<file path="config.mk">
export PLATFORM = sky130hd
export DESIGN_NAME = fp_cmp_flags
export DESIGN_NICKNAME = d
export VERILOG_FILES = /design/src/rtl/fcmp_pkg.sv /design/src/rtl/fcmp_classify.sv /design/src/rtl/fcmp_decide.sv /design/src/rtl/fcmp_flag_regs.sv /design/src/rtl/fp_cmp_flags.sv
export SDC_FILE = /design/constraint.sdc
export NUM_CORES = 1
export LEC_CHECK = 0
export CORE_UTILIZATION = 40
export DETAILED_ROUTE_END_ITERATION = 8
export PLACE_DENSITY_LB_ADDON = 0.08
export SLEW_MARGIN = 20
export SYNTH_ARGS = -nofsm -noshare
export SYNTH_HDL_FRONTEND = slang
export SYNTH_SLANG_ARGS = --single-unit
</file>
<file path="constraint.sdc">
create_clock -name clk -period 0.85 [get_ports clk]
set_input_delay 0.1275 -clock clk [delete_from_list [all_inputs] [get_ports clk]]
set_output_delay 0.1275 -clock clk [all_outputs]
set_load 0.02 [all_outputs]
</file>
<file path="src/rtl/fcmp_pkg.sv">
package fcmp_pkg;

  typedef enum logic [1:0] {
    CMP_EQ = 2'd0,
    CMP_LT = 2'd1,
    CMP_GT = 2'd2,
    CMP_UN = 2'd3
  } cmp_res_e;

  localparam int FLAG_W = 4;

  // flag word layout {N, Z, C, V}
  function automatic logic [FLAG_W-1:0] flags_of(input cmp_res_e r);
    case (r)
      CMP_EQ:  flags_of = 4'b0110;
      CMP_LT:  flags_of = 4'b1000;
      CMP_GT:  flags_of = 4'b0010;
      default: flags_of = 4'b0011;
    endcase
  endfunction

endpackage

</file>
<file path="src/rtl/fcmp_classify.sv">
module fcmp_classify #(
  parameter int EXP_W = 11,
  parameter int MAN_W = 52,
  localparam int W = 1 + EXP_W + MAN_W
) (
  input  logic [W-1:0]           val_i,
  output logic                   sign_o,
  output logic                   nan_o,
  output logic                   zero_o,
  output logic [EXP_W+MAN_W-1:0] mag_o
);
  logic [EXP_W-1:0] expo;
  logic [MAN_W-1:0] frac;

  assign expo   = val_i[W-2 -: EXP_W];
  assign frac   = val_i[MAN_W-1:0];
  assign sign_o = val_i[W-1];
  assign mag_o  = val_i[W-2:0];
  assign nan_o  = (&expo) && (|frac);
  assign zero_o = ~|val_i[W-2:0];
endmodule

</file>
<file path="src/rtl/fcmp_decide.sv">
module fcmp_decide #(
  parameter int MAG_W = 63
) (
  input  logic             sa_i,
  input  logic             sb_i,
  input  logic             nan_a_i,
  input  logic             nan_b_i,
  input  logic             zero_a_i,
  input  logic             zero_b_i,
  input  logic [MAG_W-1:0] mag_a_i,
  input  logic [MAG_W-1:0] mag_b_i,
  output fcmp_pkg::cmp_res_e res_o
);
  import fcmp_pkg::*;

  function automatic cmp_res_e decide(
    input logic sa, input logic sb, input logic na, input logic nb,
    input logic za, input logic zb,
    input logic [MAG_W-1:0] ma, input logic [MAG_W-1:0] mb);
    if (na || nb)               decide = CMP_UN;
    else if (za && zb)          decide = CMP_EQ;
    else if (sa != sb)          decide = sa ? CMP_LT : CMP_GT;
    else if (ma == mb)          decide = CMP_EQ;
    else if ((ma < mb) ^ sa)    decide = CMP_LT;
    else                        decide = CMP_GT;
  endfunction

  assign res_o = decide(sa_i, sb_i, nan_a_i, nan_b_i, zero_a_i, zero_b_i,
                        mag_a_i, mag_b_i);
endmodule

</file>
<file path="src/rtl/fcmp_flag_regs.sv">
module fcmp_flag_regs #(
  parameter int FW = 4
) (
  input  logic          clk,
  input  logic          rst_n,
  input  logic          cmp_fire_i,
  input  logic          xfer_fire_i,
  input  logic [FW-1:0] new_flags_i,
  output logic          done_o,
  output logic [FW-1:0] fpsr_o,
  output logic [FW-1:0] intf_o
);
  always_ff @(posedge clk or negedge rst_n) begin
    if (!rst_n) begin
      done_o <= 1'b0;
      fpsr_o <= '0;
      intf_o <= '0;
    end else begin
      done_o <= cmp_fire_i;
      if (cmp_fire_i)  fpsr_o <= new_flags_i;
      if (xfer_fire_i) intf_o <= fpsr_o;
    end
  end
endmodule

</file>
<file path="src/rtl/fp_cmp_flags.sv">
module fp_cmp_flags #(
  parameter int EXP_W = 11,
  parameter int MAN_W = 52,
  localparam int W = 1 + EXP_W + MAN_W,
  localparam int MAG_W = EXP_W + MAN_W,
  localparam int FW = fcmp_pkg::FLAG_W
) (
  input  logic          clk,
  input  logic          rst_n,
  input  logic          start_i,
  input  logic [W-1:0]  op_a_i,
  input  logic [W-1:0]  op_b_i,
  input  logic          zero_sel_i,
  input  logic          xfer_i,
  output logic          done_o,
  output logic [FW-1:0] fpsr_flags_o,
  output logic [FW-1:0] int_flags_o
);
  import fcmp_pkg::*;

  logic [W-1:0]     opnd   [2];
  logic             sgn    [2];
  logic             is_nan [2];
  logic             is_zero[2];
  logic [MAG_W-1:0] mag    [2];

  // named events for the checker
  logic      cmp_fire;
  logic      xfer_fire;
  cmp_res_e  cmp_res;
  logic [FW-1:0] cmp_flags;

  assign opnd[0]   = op_a_i;
  assign opnd[1]   = zero_sel_i ? '0 : op_b_i;
  assign cmp_fire  = start_i;
  assign xfer_fire = xfer_i;

  for (genvar i = 0; i < 2; i++) begin : g_cls
    fcmp_classify #(.EXP_W(EXP_W), .MAN_W(MAN_W)) u_cls (
      .val_i  (opnd[i]),
      .sign_o (sgn[i]),
      .nan_o  (is_nan[i]),
      .zero_o (is_zero[i]),
      .mag_o  (mag[i])
    );
  end

  fcmp_decide #(.MAG_W(MAG_W)) u_dec (
    .sa_i     (sgn[0]),
    .sb_i     (sgn[1]),
    .nan_a_i  (is_nan[0]),
    .nan_b_i  (is_nan[1]),
    .zero_a_i (is_zero[0]),
    .zero_b_i (is_zero[1]),
    .mag_a_i  (mag[0]),
    .mag_b_i  (mag[1]),
    .res_o    (cmp_res)
  );

  assign cmp_flags = flags_of(cmp_res);

  fcmp_flag_regs #(.FW(FW)) u_regs (
    .clk         (clk),
    .rst_n       (rst_n),
    .cmp_fire_i  (cmp_fire),
    .xfer_fire_i (xfer_fire),
    .new_flags_i (cmp_flags),
    .done_o      (done_o),
    .fpsr_o      (fpsr_flags_o),
    .intf_o      (int_flags_o)
  );
endmodule

</file>
# After elaboration in Yosys (flattened, before gate mapping)
# Cells that the tools add are included.
# totals
regBits	9
inputBits	133
output_inout_bits	9
word_cells	30
# op_classes
magnitude_cmp	1
n_eq_ne	4
mux	8
n_bitwise	1
n_reduce_logical	13
# ops
cell	count
63-bit OR reduction	2
52-bit OR reduction	2
64-bit 2-to-1 mux	1
63-bit equality test	1
63-bit less-than comparator	1
11-bit AND reduction	2
2-bit 2-to-1 mux	6
4-bit case mux with 3 select lines	1
1-bit logical AND	3
2-bit by 1-bit equality test with 1-bit output (second input constant)	1
2-bit equality test (second input constant)	1
1-bit logical NOT	2
2-bit logical NOT	1
1-bit logical OR	1
1-bit inequality test	1
1-bit XOR	1

# Depth between registers and ports, before layout
# depth
depth_word	10
ltp_mapped	11

# By module
# From an unflattened synthesis, not the netlist that was laid out.
# hier_totals
hier_cells	511
hier_area_um2	3966.3
# by_module_without_submodules
module	n_inst	cells_each	area_per_inst_um2	seq_area_each_um2
fcmp_decide	1	239	1687.9	0.0
fcmp_classify	2	90	651.9	0.0
fp_cmp_flags	1	75	659.4	0.0
fcmp_flag_regs	1	17	315.3	225.2

# Worst setup path before layout
# Ideal clock, no wire load.
# synth_timing
path_type	input-to-reg
from	in zero_sel_i
to	reg u_regs.fpsr_o[1]
arrival_time_ps	2472
required_time_ps	730
setup_slack_ps	-1742
path_stages	11
path_buffers	2
path_cell_list	clkbuf_1 > clkbuf_1 > nand2b_1 > ha_1 > nand4_1 > or4_1 > or3_1 > o22a_1 > a41oi_2 > o211a_1 > nor3b_1
# synth_via
elab_chain_cells	10
word_cells_on_any_way	21
classes_between	order compare: 1; eq/ne: 4; mux: 7; bitwise: 1; reduce/logical: 8
# synth_lines
element	line_no	rtl
start, declared	fp_cmp_flags.sv:13	input logic zero_sel_i,
64-bit 2-to-1 mux *	fp_cmp_flags.sv:34	assign opnd[1] = zero_sel_i ? '0 : op_b_i;
63-bit less-than comparator	fcmp_decide.sv:24	else if ((ma < mb) ^ sa) decide = CMP_LT;
1-bit XOR	fcmp_decide.sv:24	
2-bit 2-to-1 mux	fcmp_decide.sv:24	
2-bit 2-to-1 mux	fcmp_decide.sv:23	else if (ma == mb) decide = CMP_EQ;
2-bit 2-to-1 mux	fcmp_decide.sv:22	else if (sa != sb) decide = sa ? CMP_LT : CMP_GT;
2-bit 2-to-1 mux	fcmp_decide.sv:21	else if (za && zb) decide = CMP_EQ;
2-bit 2-to-1 mux *	fcmp_decide.sv:20	if (na || nb) decide = CMP_UN;
2-bit equality test, or another cell as far along	fcmp_pkg.sv:14	case (r)
4-bit case mux with 3 select lines *	fcmp_pkg.sv:14	
end signal, assigned	fcmp_flag_regs.sv:20	if (cmp_fire_i) fpsr_o <= new_flags_i;
end, declared	fcmp_flag_regs.sv:10	output logic [FW-1:0] fpsr_o,
# Every way passes the cells marked *; elsewhere a longest branch is shown, timed or not.
# A chain may end at the register's enable or synchronous reset.

# Worst setup path in the final report
# layout_timing
from	in zero_sel_i
to	reg u_regs.fpsr_o[3]
# The elaborated chain is that of the path after synthesis.

==> qor.yml <==
floorplan:
  initial_utilization: 0.420
  ios: 142
  dieArea_um2: 6600
  die_w_um: 81.3
  chipHeight_um: 81.3
  fp-row-count: 28
  core_um2: 5990
outcome:
  violations: "negative setup slack"
  run_status: "finished, violations left"
global_route:
  grt_pass1_vias: 3833
  antenna_found_initial: 0
  grt_pass1_wl_um: 17000
  grt_max_degree: 19
  grt-ovfl-total: 0
  grt_usage: 0.330
yosys:
  ys_seq_area_frac: 0.0896
  syn_area_per_cell_um2: 7.78
  synth_area_um2: 2510
  synth-edff-count: 0
  ys_ff_latch: 9
  synth_fp_nets: 519
  yosys_warnings: 0
  synthCells: 323
  synth_ff_type: "dfrtp_1"
  synth_cell_types: 38
  async_flop_share: 1.00
placed_design:
  dp_hpwl_um: 8430
  dpl_cell_area_um2: 4710
  pre_cts_slack_ns: -2.08
  io_buffers: 141
  gp_congestion: 0.911
sta:
  whs_ns: 0.217
  slew_violations: 0
  max_slew_margin: 0.673
  tns_ns: -6.39
  finalWorstSetupSlack_ns: -1.70
  worst_pin_slew_ns: 0.486
  fin_crit_sh: 3.00
  finalHoldViolCount: 0
  fmax_mhz: 392
  setup_viol: 15
  rsz0062_at_grt: "yes"
  skew_ns: 0.000152
  fin_crit_ns: 2.55
clock_network:
  numCtsBuffers: 3
  cts_htree_levels: 1
  cts_buffer_depth: 2
  cts.sinks: 9
  cts_tree: "built"
  root_buffer: "clkbuf_8"
  clkTransAtPathRegs_ns: 0.04
  clock_latency_ns: 0.23
  postCtsHoldBufs: 0
setup_path:
  critPathMaxFanout: 10
  crit_chain: "buf_12, buf_16, buf_4, nand2b_1, ha_1, a21oi_1, a21boi_0, a211oi_2, o22a_1, a41oi_2, o211a_1, nand3b_1"
  cp_data_arrival_time_ns: 2.66
  worstSetupEndpointType: "flop"
  reg2reg_slack_ns: -0.04
  cp_slowest_stage_delay_ns: 0.37
  reg2reg_depth: 2
  cp_slowest_cell: "a211oi_2"
  r2r-end: "u_regs.intf_o[0]"
  worst_path_dominant_cell_family: "compound AO/OA/AOI/OAI gates"
  path_buf_inv: 3
  required_ns: 0.95
  cp-startpoint: "zero_sel_i"
  reg2reg_from: "u_regs.fpsr_o[0]"
  critPathKind: "in2reg"
  critPathLaunchType: "input port"
drt:
  drc_errors: 0
  vias: 4077
  drt_iter0_markers: 338
  drtAntennaViolNets: 0
  drtPass1Iterations: 8
  routed_wl_um: 14400
  viasPerCell: 6.63
  drt-wirelength-per-cell_um: 23.4
pwr:
  power_leakage_nw: 2.42
  intPower_mw: 2.28
  peakVddDrop_uv: 1200
  pwr_density_cell_nw_per_um2: 688
  seq_power_share: 0.138
  p_sw_frac: 0.393
  power_frac_comb: 0.732
  switchingPower_mw: 1.48
  clkPwrFrac: 0.129
cells_and_area:
  final_cell_area_um2: 5460
  fillers: 264
  nets: 736
  final_util: 0.911
  drive_gt1_frac: 0.325
  syn_to_final_growth_pct: 117
run:
  maxCapViolCount: 0
worst_hold_path:
  hold_class: "in2async"
==> power by group through the flow <==
stage               clock [mW]  sequential, mW  combinational (mW)
global route             0.527           0.524                2.90
global placement             0           0.510                2.11
floorplan                    0           0.565               0.802
detailed placement           0           0.512                2.19
CTS                      0.498           0.518                2.32
finish                   0.486           0.520                2.75
==> what timing repair did <==
action | 4_1_cts | 5_1_grt
cloned | 2 | 1
setup buffers | 6 | 5
setup endpoints to repair | 17 | 15
pin swaps | 24 | 32
gates resized for setup | 140 | 55
==> final cells by class <==
type,count,area (µm²),area share
diodes,1,2.50,0.000458
clock buffers,4,45.0,0.00825
inverters,7,26.3,0.00481
multi-input cells,300,2950,0.540
flip-flops and latches,9,225,0.0413
well taps,75,93.8,0.0172
repair buffers,219,2120,0.388
==> metrics by stage <==
stage	cells	power (mW)
after global placement	598	2.62
after floorplan	323	1.37
final	615	3.76
after detailed placement	598	2.70
after global routing	614	3.95
after CTS	610	3.34
==> layer usage <==
metal | global-route usage | share of wire | vias up
li1 | - | - | 1713
met1 | 0.362 | 0.35 | 1905
met2 | 0.624 | 0.47 | 336
met3 | 0.0303 | 0.10 | 123
met4 | 0.159 | 0.080 | 0
met5 | 0 | 0 | -
==> cell families after synthesis <==
logic type                 Yosys count  synth area share
muxes                                4            0.0179
AOI/OAI and AO/OA                   59             0.146
buffers and inverters               14            0.0209
adders and majority gates           63             0.314
xor gates and xnor gates             1           0.00348
DFF                                  9            0.0896
and+or+nand+nor                    173             0.409
==> cell usage after synthesis, types with 2 or more instances <==
cell      count  area (µm²)
nand2b_1     64         400
ha_1         63         788
nor4_1       37         231
a21oi_1      28         140
nand4_1      25         156
nand2_1      16        60.1
nand3_1      11        55.1
o21ai_0      10        50.1
dfrtp_1       9         225
clkbuf_1      7        26.3
inv_1         7        26.3
nor2_1        5        18.8
mux2_2        4        45.0
a221oi_1      3        26.3
nor3_1        3        15.0
a211oi_1      2        15.0
a21boi_0      2        15.0
nand3b_1      2        15.0
nor2b_1       2        12.5
o21a_1        2        15.0
o22a_1        2        17.5
o22ai_1       2        12.5
or4_1         2        15.0
==> worst max-delay path by stage <==
stage	slack (ns)	to	depth (start not counted)
floorplan	-1.51	u_regs.fpsr_o[1]	11
global placement	-2.02	u_regs.fpsr_o[3]	11
detailed placement	-2.08	u_regs.fpsr_o[3]	11
CTS	-1.51	u_regs.fpsr_o[3]	11
global route	-1.85	u_regs.fpsr_o[3]	10
finish	-1.70	u_regs.fpsr_o[3]	12
==> worst register-to-register path: cells and delay by family, from the launching register on <==
kind     cells  cell delay (ns)
mux          1             0.24
flops        1             0.40
buf+inv      1             0.13
==> state kept, by name, indices dropped and copies added (netlist names) <==
register and flops:
u_regs.intf_o 4, u_regs.done_o 1, u_regs.fpsr_o 4
==> layout by cell type, fill, tap and decap left out, types with 3 or more instances in the layout <==
cell,Yosys,routed
clkdlybuf4s50_1,0,73
buf_4,0,70
nand2b_1,64,49
ha_1,63,41
dlygate4sd2_1,0,40
a21oi_1,28,27
nand4_1,25,25
ha_4,0,22
nor4_2,0,19
dlymetal6s2s_1,0,18
nand2_1,16,15
nand2b_4,0,15
buf_6,0,11
nand3_1,11,10
nor4_1,37,9
nor4_4,0,9
o21ai_0,10,9
dfrtp_1,9,9
inv_1,7,6
nor2_1,5,5
buf_12,0,4
nor3_1,3,3
a221oi_2,0,3
clkbuf_8,0,3
Power figures use the tool's default switching activity.
